<file path="src/rtl/phase_tune_pkg.sv">
package phase_tune_pkg;
    typedef enum logic [2:0] {
        ST_IDLE,
        ST_LAUNCH,
        ST_WAIT,
        ST_EVAL,
        ST_SCAN,
        ST_CENTER
    } tune_state_t;
endpackage

</file>
<file path="src/rtl/ring_rotator.sv">
module ring_rotator #(
    parameter int WIDTH = 12,
    parameter int SEL_W = $clog2(WIDTH)
) (
    input  logic [WIDTH-1:0] vec_i,
    input  logic [SEL_W-1:0] amount_i,
    output logic [WIDTH-1:0] vec_o
);
    function automatic logic pick(input logic [WIDTH-1:0] v, input int pos, input logic [SEL_W-1:0] amt);
        logic r;
        r = 1'b0;
        for (int j = 0; j < WIDTH; j++) begin
            if (int'(amt) == j) r = v[(pos + j) % WIDTH];
        end
        return r;
    endfunction

    for (genvar g = 0; g < WIDTH; g++) begin : g_bit
        assign vec_o[g] = pick(vec_i, g, amount_i);
    end
endmodule

</file>
<file path="src/rtl/lowest_zero_finder.sv">
module lowest_zero_finder #(
    parameter int WIDTH = 12,
    parameter int IDX_W = $clog2(WIDTH)
) (
    input  logic [WIDTH-1:0] vec_i,
    output logic [IDX_W-1:0] idx_o,
    output logic             all_ones_o,
    output logic             all_zero_o
);
    always_comb begin
        idx_o = '0;
        for (int i = WIDTH - 1; i >= 0; i--) begin
            if (!vec_i[i]) idx_o = IDX_W'(i);
        end
        all_ones_o = &vec_i;
        all_zero_o = ~|vec_i;
    end
endmodule

</file>
<file path="src/rtl/phase_window_tuner.sv">
module phase_window_tuner #(
    parameter int NUM_POINTS = 12
) (
    input  logic                          clk,
    input  logic                          rst_n,
    input  logic                          start_i,
    input  logic                          trial_done_i,
    input  logic                          trial_pass_i,
    output logic [$clog2(NUM_POINTS)-1:0] phase_o,
    output logic                          trial_start_o,
    output logic                          busy_o,
    output logic                          done_o,
    output logic                          ok_o
);
    import phase_tune_pkg::*;

    localparam int IDX_W = $clog2(NUM_POINTS);
    localparam int LEN_W = $clog2(NUM_POINTS + 1);
    localparam int SUM_W = $clog2(2 * NUM_POINTS);
    localparam logic [IDX_W-1:0] LAST_IDX = IDX_W'(NUM_POINTS - 1);

    typedef struct packed {
        tune_state_t             st;
        logic [IDX_W-1:0]        phase;
        logic [NUM_POINTS-1:0]   map;
        logic [NUM_POINTS-1:0]   rot;
        logic [IDX_W-1:0]        shift;
        logic [IDX_W-1:0]        pos;
        logic [LEN_W-1:0]        cur_len;
        logic [LEN_W-1:0]        best_len;
        logic [IDX_W-1:0]        best_start;
        logic                    done;
        logic                    ok;
    } regs_t;

    regs_t r_d, r_q;

    logic [NUM_POINTS-1:0] rot_w;
    logic [IDX_W-1:0]      first_fail_w;
    logic                  all_pass_w;
    logic                  all_fail_w;

    ring_rotator #(.WIDTH(NUM_POINTS), .SEL_W(IDX_W)) u_rot (
        .vec_i    (r_q.map),
        .amount_i (first_fail_w),
        .vec_o    (rot_w)
    );

    lowest_zero_finder #(.WIDTH(NUM_POINTS), .IDX_W(IDX_W)) u_fz (
        .vec_i      (r_q.map),
        .idx_o      (first_fail_w),
        .all_ones_o (all_pass_w),
        .all_zero_o (all_fail_w)
    );

    always_comb begin
        logic [LEN_W-1:0] run_len;
        logic [SUM_W-1:0] sum;
        r_d      = r_q;
        r_d.done = 1'b0;
        run_len  = r_q.cur_len + LEN_W'(1);
        sum      = SUM_W'(r_q.best_start) + SUM_W'(r_q.best_len >> 1) + SUM_W'(r_q.shift);
        if (sum >= SUM_W'(NUM_POINTS)) sum = sum - SUM_W'(NUM_POINTS);
        case (r_q.st)
            ST_IDLE: begin
                if (start_i) begin
                    r_d.st    = ST_LAUNCH;
                    r_d.phase = '0;
                    r_d.map   = '0;
                end
            end
            ST_LAUNCH: r_d.st = ST_WAIT;
            ST_WAIT: begin
                if (trial_done_i) begin
                    r_d.map[r_q.phase] = trial_pass_i;
                    if (r_q.phase == LAST_IDX) begin
                        r_d.st = ST_EVAL;
                    end else begin
                        r_d.phase = r_q.phase + IDX_W'(1);
                        r_d.st    = ST_LAUNCH;
                    end
                end
            end
            ST_EVAL: begin
                if (all_pass_w) begin
                    r_d.phase = '0;
                    r_d.ok    = 1'b1;
                    r_d.done  = 1'b1;
                    r_d.st    = ST_IDLE;
                end else if (all_fail_w) begin
                    r_d.ok   = 1'b0;
                    r_d.done = 1'b1;
                    r_d.st   = ST_IDLE;
                end else begin
                    r_d.rot        = rot_w;
                    r_d.shift      = first_fail_w;
                    r_d.pos        = '0;
                    r_d.cur_len    = '0;
                    r_d.best_len   = '0;
                    r_d.best_start = '0;
                    r_d.st         = ST_SCAN;
                end
            end
            ST_SCAN: begin
                if (r_q.rot[r_q.pos]) begin
                    r_d.cur_len = run_len;
                    if (run_len > r_q.best_len) begin
                        r_d.best_len   = run_len;
                        r_d.best_start = IDX_W'(SUM_W'(r_q.pos) - SUM_W'(r_q.cur_len));
                    end
                end else begin
                    r_d.cur_len = '0;
                end
                if (r_q.pos == LAST_IDX) r_d.st = ST_CENTER;
                else r_d.pos = r_q.pos + IDX_W'(1);
            end
            ST_CENTER: begin
                r_d.phase = IDX_W'(sum);
                r_d.ok    = 1'b1;
                r_d.done  = 1'b1;
                r_d.st    = ST_IDLE;
            end
            default: r_d.st = ST_IDLE;
        endcase
    end

    always_ff @(posedge clk or negedge rst_n) begin
        if (!rst_n) begin
            r_q    <= '0;
            r_q.st <= ST_IDLE;
        end else begin
            r_q <= r_d;
        end
    end

    assign phase_o       = r_q.phase;
    assign trial_start_o = (r_q.st == ST_LAUNCH);
    assign busy_o        = (r_q.st != ST_IDLE);
    assign done_o        = r_q.done;
    assign ok_o          = r_q.ok;
endmodule

</file>
<file path="config.mk">
export PLATFORM = sky130hd
export DESIGN_NAME = phase_window_tuner
export DESIGN_NICKNAME = d
export VERILOG_FILES = /design/src/rtl/phase_tune_pkg.sv /design/src/rtl/ring_rotator.sv /design/src/rtl/lowest_zero_finder.sv /design/src/rtl/phase_window_tuner.sv
export SDC_FILE = /design/constraint.sdc
export NUM_CORES = 1
export LEC_CHECK = 0
export BUFFER_PORTS_ARGS = -buffer_cell sky130_fd_sc_hd__buf_2
export CORE_UTILIZATION = 50
export DETAILED_ROUTE_END_ITERATION = 10
export HOLD_SLACK_MARGIN = 0.08
export PLACE_DENSITY = 0.66
export SYNTH_ARGS = -nofsm -noshare
export SYNTH_HDL_FRONTEND = slang
export SYNTH_SLANG_ARGS = --single-unit
export TNS_END_PERCENT = 30
</file>
<file path="constraint.sdc">
create_clock -name clk -period 6.9 [get_ports clk]
set_input_delay 1.035 -clock clk [delete_from_list [all_inputs] [get_ports clk]]
set_output_delay 1.035 -clock clk [all_outputs]
set_load 0.02 [all_outputs]
</file>
==> qor.csv, run 1 <==
metric;value;unit
Via density;6.35;
Leakage;1.78;nW
drt first pass iters;5;
Most used DFF post-synth;dfrtp_1;
Min Hold Slack;0.490;ns
PD cells;303;mW/mm^2
crit path max fanout;15;
sw frac;0.413;
Reg power frac;0.393;
synthesized area per cell;8.67;um^2
vias in the first global route;3312;
Netlist cell types;76;
Post-DP HPWL;7230;um
first-pass GRT wire length;16800;um
CTS Root Buffer Type;clkbuf_8;
P_int;0.745;mW
worst reg-to-reg setup slack;3.92;ns
min Tclk post-route;2.98;ns
post-route setup slack;3.92;ns
reg2reg end;r_q[28];
drt wl/cell;17.8;um
FFs w/ async S/R, synth;1.00;
H-tree levels;2;
Worst-Skew Late Latency;0.32;ns
largest net degree at the start of global routing;54;
pre-CTS setup slack;3.97;ns
final core utilization;0.534;
GPL Wtd Cong;0.887;
most frequent cells in the layout;nand2_1, dfrtp_1, o21ai_0;
max frequency;335;MHz
unrepaired setup endpoints after global routing;no;
die area;0.00859;mm^2
crit start category;flip-flop;
Required @ worst endpoint;7.07;ns
initial core utilization;0.524;
Synth-to-Final Area Change;1.86;%
combinational power share;0.405;
r2r startpoint;r_q[45];
initial antenna violation count;0;
period utilization;0.432;
core area;0.00785;mm^2
Post-route DRC;0;
Antenna Cells;0;
number of synthesis warnings;0;
category of the most critical setup path;flip-flop to flip-flop;
most common cell after layout, fill and taps aside;nand2_1;
Post-CTS Setup Inserts;0;
Detail Route Antenna Nets;0;
maximum vdd drop;0.222;mV
Total Wirelength;10000;um
crit path launch;r_q[45];
Hold Vio Cnt, Final;0;
die width;92.7;um
GR Overflow Total;0;
status;completed;
row count;32;
sw power;0.525;mW
Max Root-Sink Buffers;2;
initial drt markers;255;
Post-Syn Area;0.00411;mm^2
hold path depth;1;
Synth Instances;474;
number of fill cells;787;
max cap viols;0;
r2r worst-path depth;6;
DR vias;3583;
final setup vio count;0;
Port Buffers;12;
CP arrival;3.15;ns
layout cell share with drive strength beyond 1;0.110;
syn_nets;502;
number of synthesized register bits;53;
clock power share;0.202;
All-Layer GR Usage;0.247;
Total Nets Final;489;
Clock Pin Slew Worst Setup and Hold Paths;0.10;ns
number of flops mapped to enable cells by yosys;0;
CP endpoint kind;flip-flop;
Hold Buf Count CTS;0;
Max Slew Vio Count;0;
hold_sp;r_q[22];
Die Height;92.7;um
Num CTS Buffers;5;
skew final;0.0157;ns
Seq/Total Area, Yosys;0.323;
total power;1.27;mW
Min-Delay Endpoint;r_q[22];
clock sinks;53;
TritonCTS clock tree;done;
setup TNS;0;ns
Resized Gates After CTS;0;
actual slew at the worst max-slew pin;1.07;ns
io pins;13;
Slew HR;0.281;
Hold WC Path Type;flip-flop to flip-flop;
==> metrics by stage <==
stage	cells	area, um^2
floorplan	474	4110
global placement	556	4050
detailed placement	556	4050
CTS	564	4190
global route	564	4190
finish	564	4190
==> synth_stat cells (5+ instances only) <==
cell type	instances	area [um^2]
a21oi_1	29	145
a31oi_1	13	81.3
buf_2	11	55.1
buf_4	6	45.0
buf_6	6	67.6
clkbuf_1	6	22.5
dfrtp_1	53	1330
fa_1	5	100
ha_1	18	225
inv_1	26	97.6
mux2i_1	9	90.1
nand2_1	66	248
nand3_1	17	85.1
nand4_1	8	50.1
nor2_1	38	143
nor2b_1	6	37.5
nor3_1	10	50.1
o211ai_1	6	45.0
o21ai_0	39	195
xnor2_1	6	52.6
==> kinds of logic after synthesis <==
family          share of synthesized area
mux                                0.0438
xor+xnor                           0.0213
flops                               0.323
fa+ha+maj                          0.0791
simple gates                        0.211
compound gates                      0.235
buf+inv                            0.0870
==> layout make-up <==
cell class	instances	area (um^2)	area share
tap	102	128	0.0305
multi-input combinational	360	2430	0.580
sequential	53	1330	0.317
clock inverter	3	65.1	0.0155
inverter	28	105	0.0251
clock buffer	5	68.8	0.0164
timing repair buffer	13	67.6	0.0161
==> how the worst max path moves through the flow <==
stage,to,cells after the start
after floorplan,phase_o[3],9
after global placement,r_q[28],6
after detailed placement,r_q[28],6
after CTS,r_q[28],6
after global routing,r_q[28],6
final,r_q[28],6
==> flip-flops by register name, indices dropped and copies added, names as in the netlist <==
name     flops
ok_o         1
done_o       1
phase_o      4
r_q         47
==> power groups by stage <==
stage	sequential [mW]	combinational [mW]	clock [mW]
6_report	0.500	0.514	0.256
5_1_grt	0.515	0.573	0.269
4_1_cts	0.498	0.512	0.258
3_5_place_dp	0.505	0.509	0
3_3_place_gp	0.500	0.502	0
2_1_floorplan	0.447	0.446	0
==> metal layers <==
metal | share of wire | up-vias | global-route usage
li1 | - | 1681 | -
met1 | 0.47 | 1732 | 0.349
met2 | 0.46 | 141 | 0.390
met3 | 0.047 | 29 | 0.0320
met4 | 0.023 | 0 | 0.0859
met5 | 0 | - | 0
==> worst max-delay path: stages (launching register included) <==
cell	delay [ns]
dfrtp_1	0.68
nor2b_1	0.14
o2111a_2	0.32
o31ai_2	0.79
mux2_2	0.44
a2111oi_2	0.37
a21oi_1	0.11
(Power assumes the default switching activity.)
==> inputs of run 2 (changes only) <==
Settings changed: PLACE_DENSITY 0.66 to 0.69.
Clock period 6.9 ns to 2.5 ns, I/O delays scaled along.
==> qor.csv, run 2 (synthesized netlist as in run 1, its figures left out) <==
metric;value;unit
DR vias;3615;
slowest CP cell;fa_1;
io pins;13;
skew final;0.00911;ns
period utilization;1.04;
Hold Vio Cnt, Final;0;
Via density;6.05;
Detail Route Antenna Nets;0;
clock sinks;53;
status;finished with violations;
actual slew at the worst max-slew pin;0.838;ns
r2r startpoint;r_q[19];
Total Wirelength;10200;um
Hold WC Path Type;input pin to async pin;
Post-DP HPWL;7590;um
Required @ worst endpoint;2.72;ns
CP Buf/Inv Count;2;
Total Nets Final;523;
first-pass GRT wire length;17400;um
row count;32;
post-route setup slack;-0.112;ns
drt wl/cell;17.0;um
TritonCTS clock tree;done;
Max Root-Sink Buffers;2;
r2r worst-path depth;9;
Leakage;1.93;nW
Antenna Cells;0;
pre-CTS setup slack;-0.114;ns
Largest Register;r_q;
unrepaired setup endpoints after global routing;yes;
core area;0.00785;mm^2
setup TNS;-0.207;ns
CP arrival;2.83;ns
largest net degree at the start of global routing;54;
die area;0.00859;mm^2
initial core utilization;0.524;
GPL Wtd Cong;0.948;
Worst-Skew Late Latency;0.31;ns
H-tree levels;2;
Num CTS Buffers;5;
GR Overflow Total;0;
failing checks;setup timing;
Slew HR;0.439;
number of fill cells;695;
initial antenna violation count;0;
critical path, cell by cell;fa_1 -> ha_2 -> inv_2 -> fa_2 -> inv_2 -> ha_4 -> a221oi_4 -> mux2i_1 -> o311ai_1;
drt first pass iters;5;
PD cells;765;mW/mm^2
Post-route DRC;0;
placed instance count;589;
Top cell by count, worst path;inv_2;
max frequency;383;MHz
max FFs per register;47;
cell family with most CP delay;adder cells;
category of the most critical setup path;flip-flop to flip-flop;
CP max stage delay;0.54;ns
reg2reg end;phase_o[3];
Hold Buf Count CTS;0;
final setup vio count;2;
worst reg-to-reg setup slack;-0.11;ns
vias in the first global route;3535;
max cap viols;0;
most frequent cells in the layout;nand2_1, dfrtp_1, o21ai_0;
most common cell after layout, fill and taps aside;nand2_1;
min Tclk post-route;2.61;ns
crit start category;flip-flop;
Clock Pin Slew Worst Setup and Hold Paths;0.10;ns
final cell count without fillers;598;
Port Buffers;12;
CTS Root Buffer Type;clkbuf_8;
Max Slew Vio Count;0;
die width;92.7;um
initial drt markers;236;
Synth-to-Final Area Change;8.43;%
maximum vdd drop;0.422;mV
All-Layer GR Usage;0.254;
layout cell share with drive strength beyond 1;0.188;
crit path max fanout;3;
CP endpoint kind;flip-flop;
Die Height;92.7;um
run 2: timing repair:
action / 4_1_cts / 5_1_grt
endpoints found under the hold margin: 0 / 0
resized for setup: 1 / 2
setup buffers: 0 / 1
endpoints found under the setup margin: 2 / 6
run 2: metrics by stage:
| step | cell area [um^2] | util | hold slack, ns | total power, mW |
|---|---|---|---|---|
| 2_1_floorplan | 4150 | - | 0.0794 | 2.48 |
| 3_3_place_gp | 4340 | 0.554 | 0.477 | 2.85 |
| 3_5_place_dp | 4340 | 0.554 | 0.481 | 2.90 |
| 4_1_cts | 4450 | 0.567 | 0.197 | 3.42 |
| 5_1_grt | 4460 | 0.568 | 0.234 | 3.67 |
| 6_report | 4460 | 0.568 | 0.161 | 3.41 |
run 2: power breakdown:
part,internal (mW),switching [mW],total [mW]
combinational,0.669,0.900,1.57
sequential,1.06,0.269,1.33
clock,0.205,0.306,0.511
total,1.94,1.47,3.41
run 2: worst max path at each step:
stage            start         end  cells after the start
2_1_floorplan  r_q[19]  phase_o[3]                      9
3_3_place_gp   r_q[19]  phase_o[3]                      9
3_5_place_dp   r_q[19]  phase_o[3]                      9
4_1_cts        r_q[19]  phase_o[3]                      9
5_1_grt        r_q[19]  phase_o[2]                     10
6_report       r_q[19]  phase_o[3]                      9
run 2: cell type report:
cell class	count	area (um^2)	area share
Multi-Input combinational cell	360	2480	0.557
Clock buffer	5	68.8	0.0154
Timing Repair Buffer	47	323	0.0724
Clock inverter	3	25.0	0.00561
Inverter	28	105	0.0236
Tap cell	102	128	0.0286
Sequential cell	53	1330	0.298
run 2: layer usage:
layer | vias up | track usage | wire [um]
met1 | 1745 | 0.360 | 4660
li1 | 1741 | - | -
met4 | 0 | 0.0705 | 150
met2 | 115 | 0.408 | 4820
met3 | 14 | 0.0320 | 541
met5 | - | 0 | 0
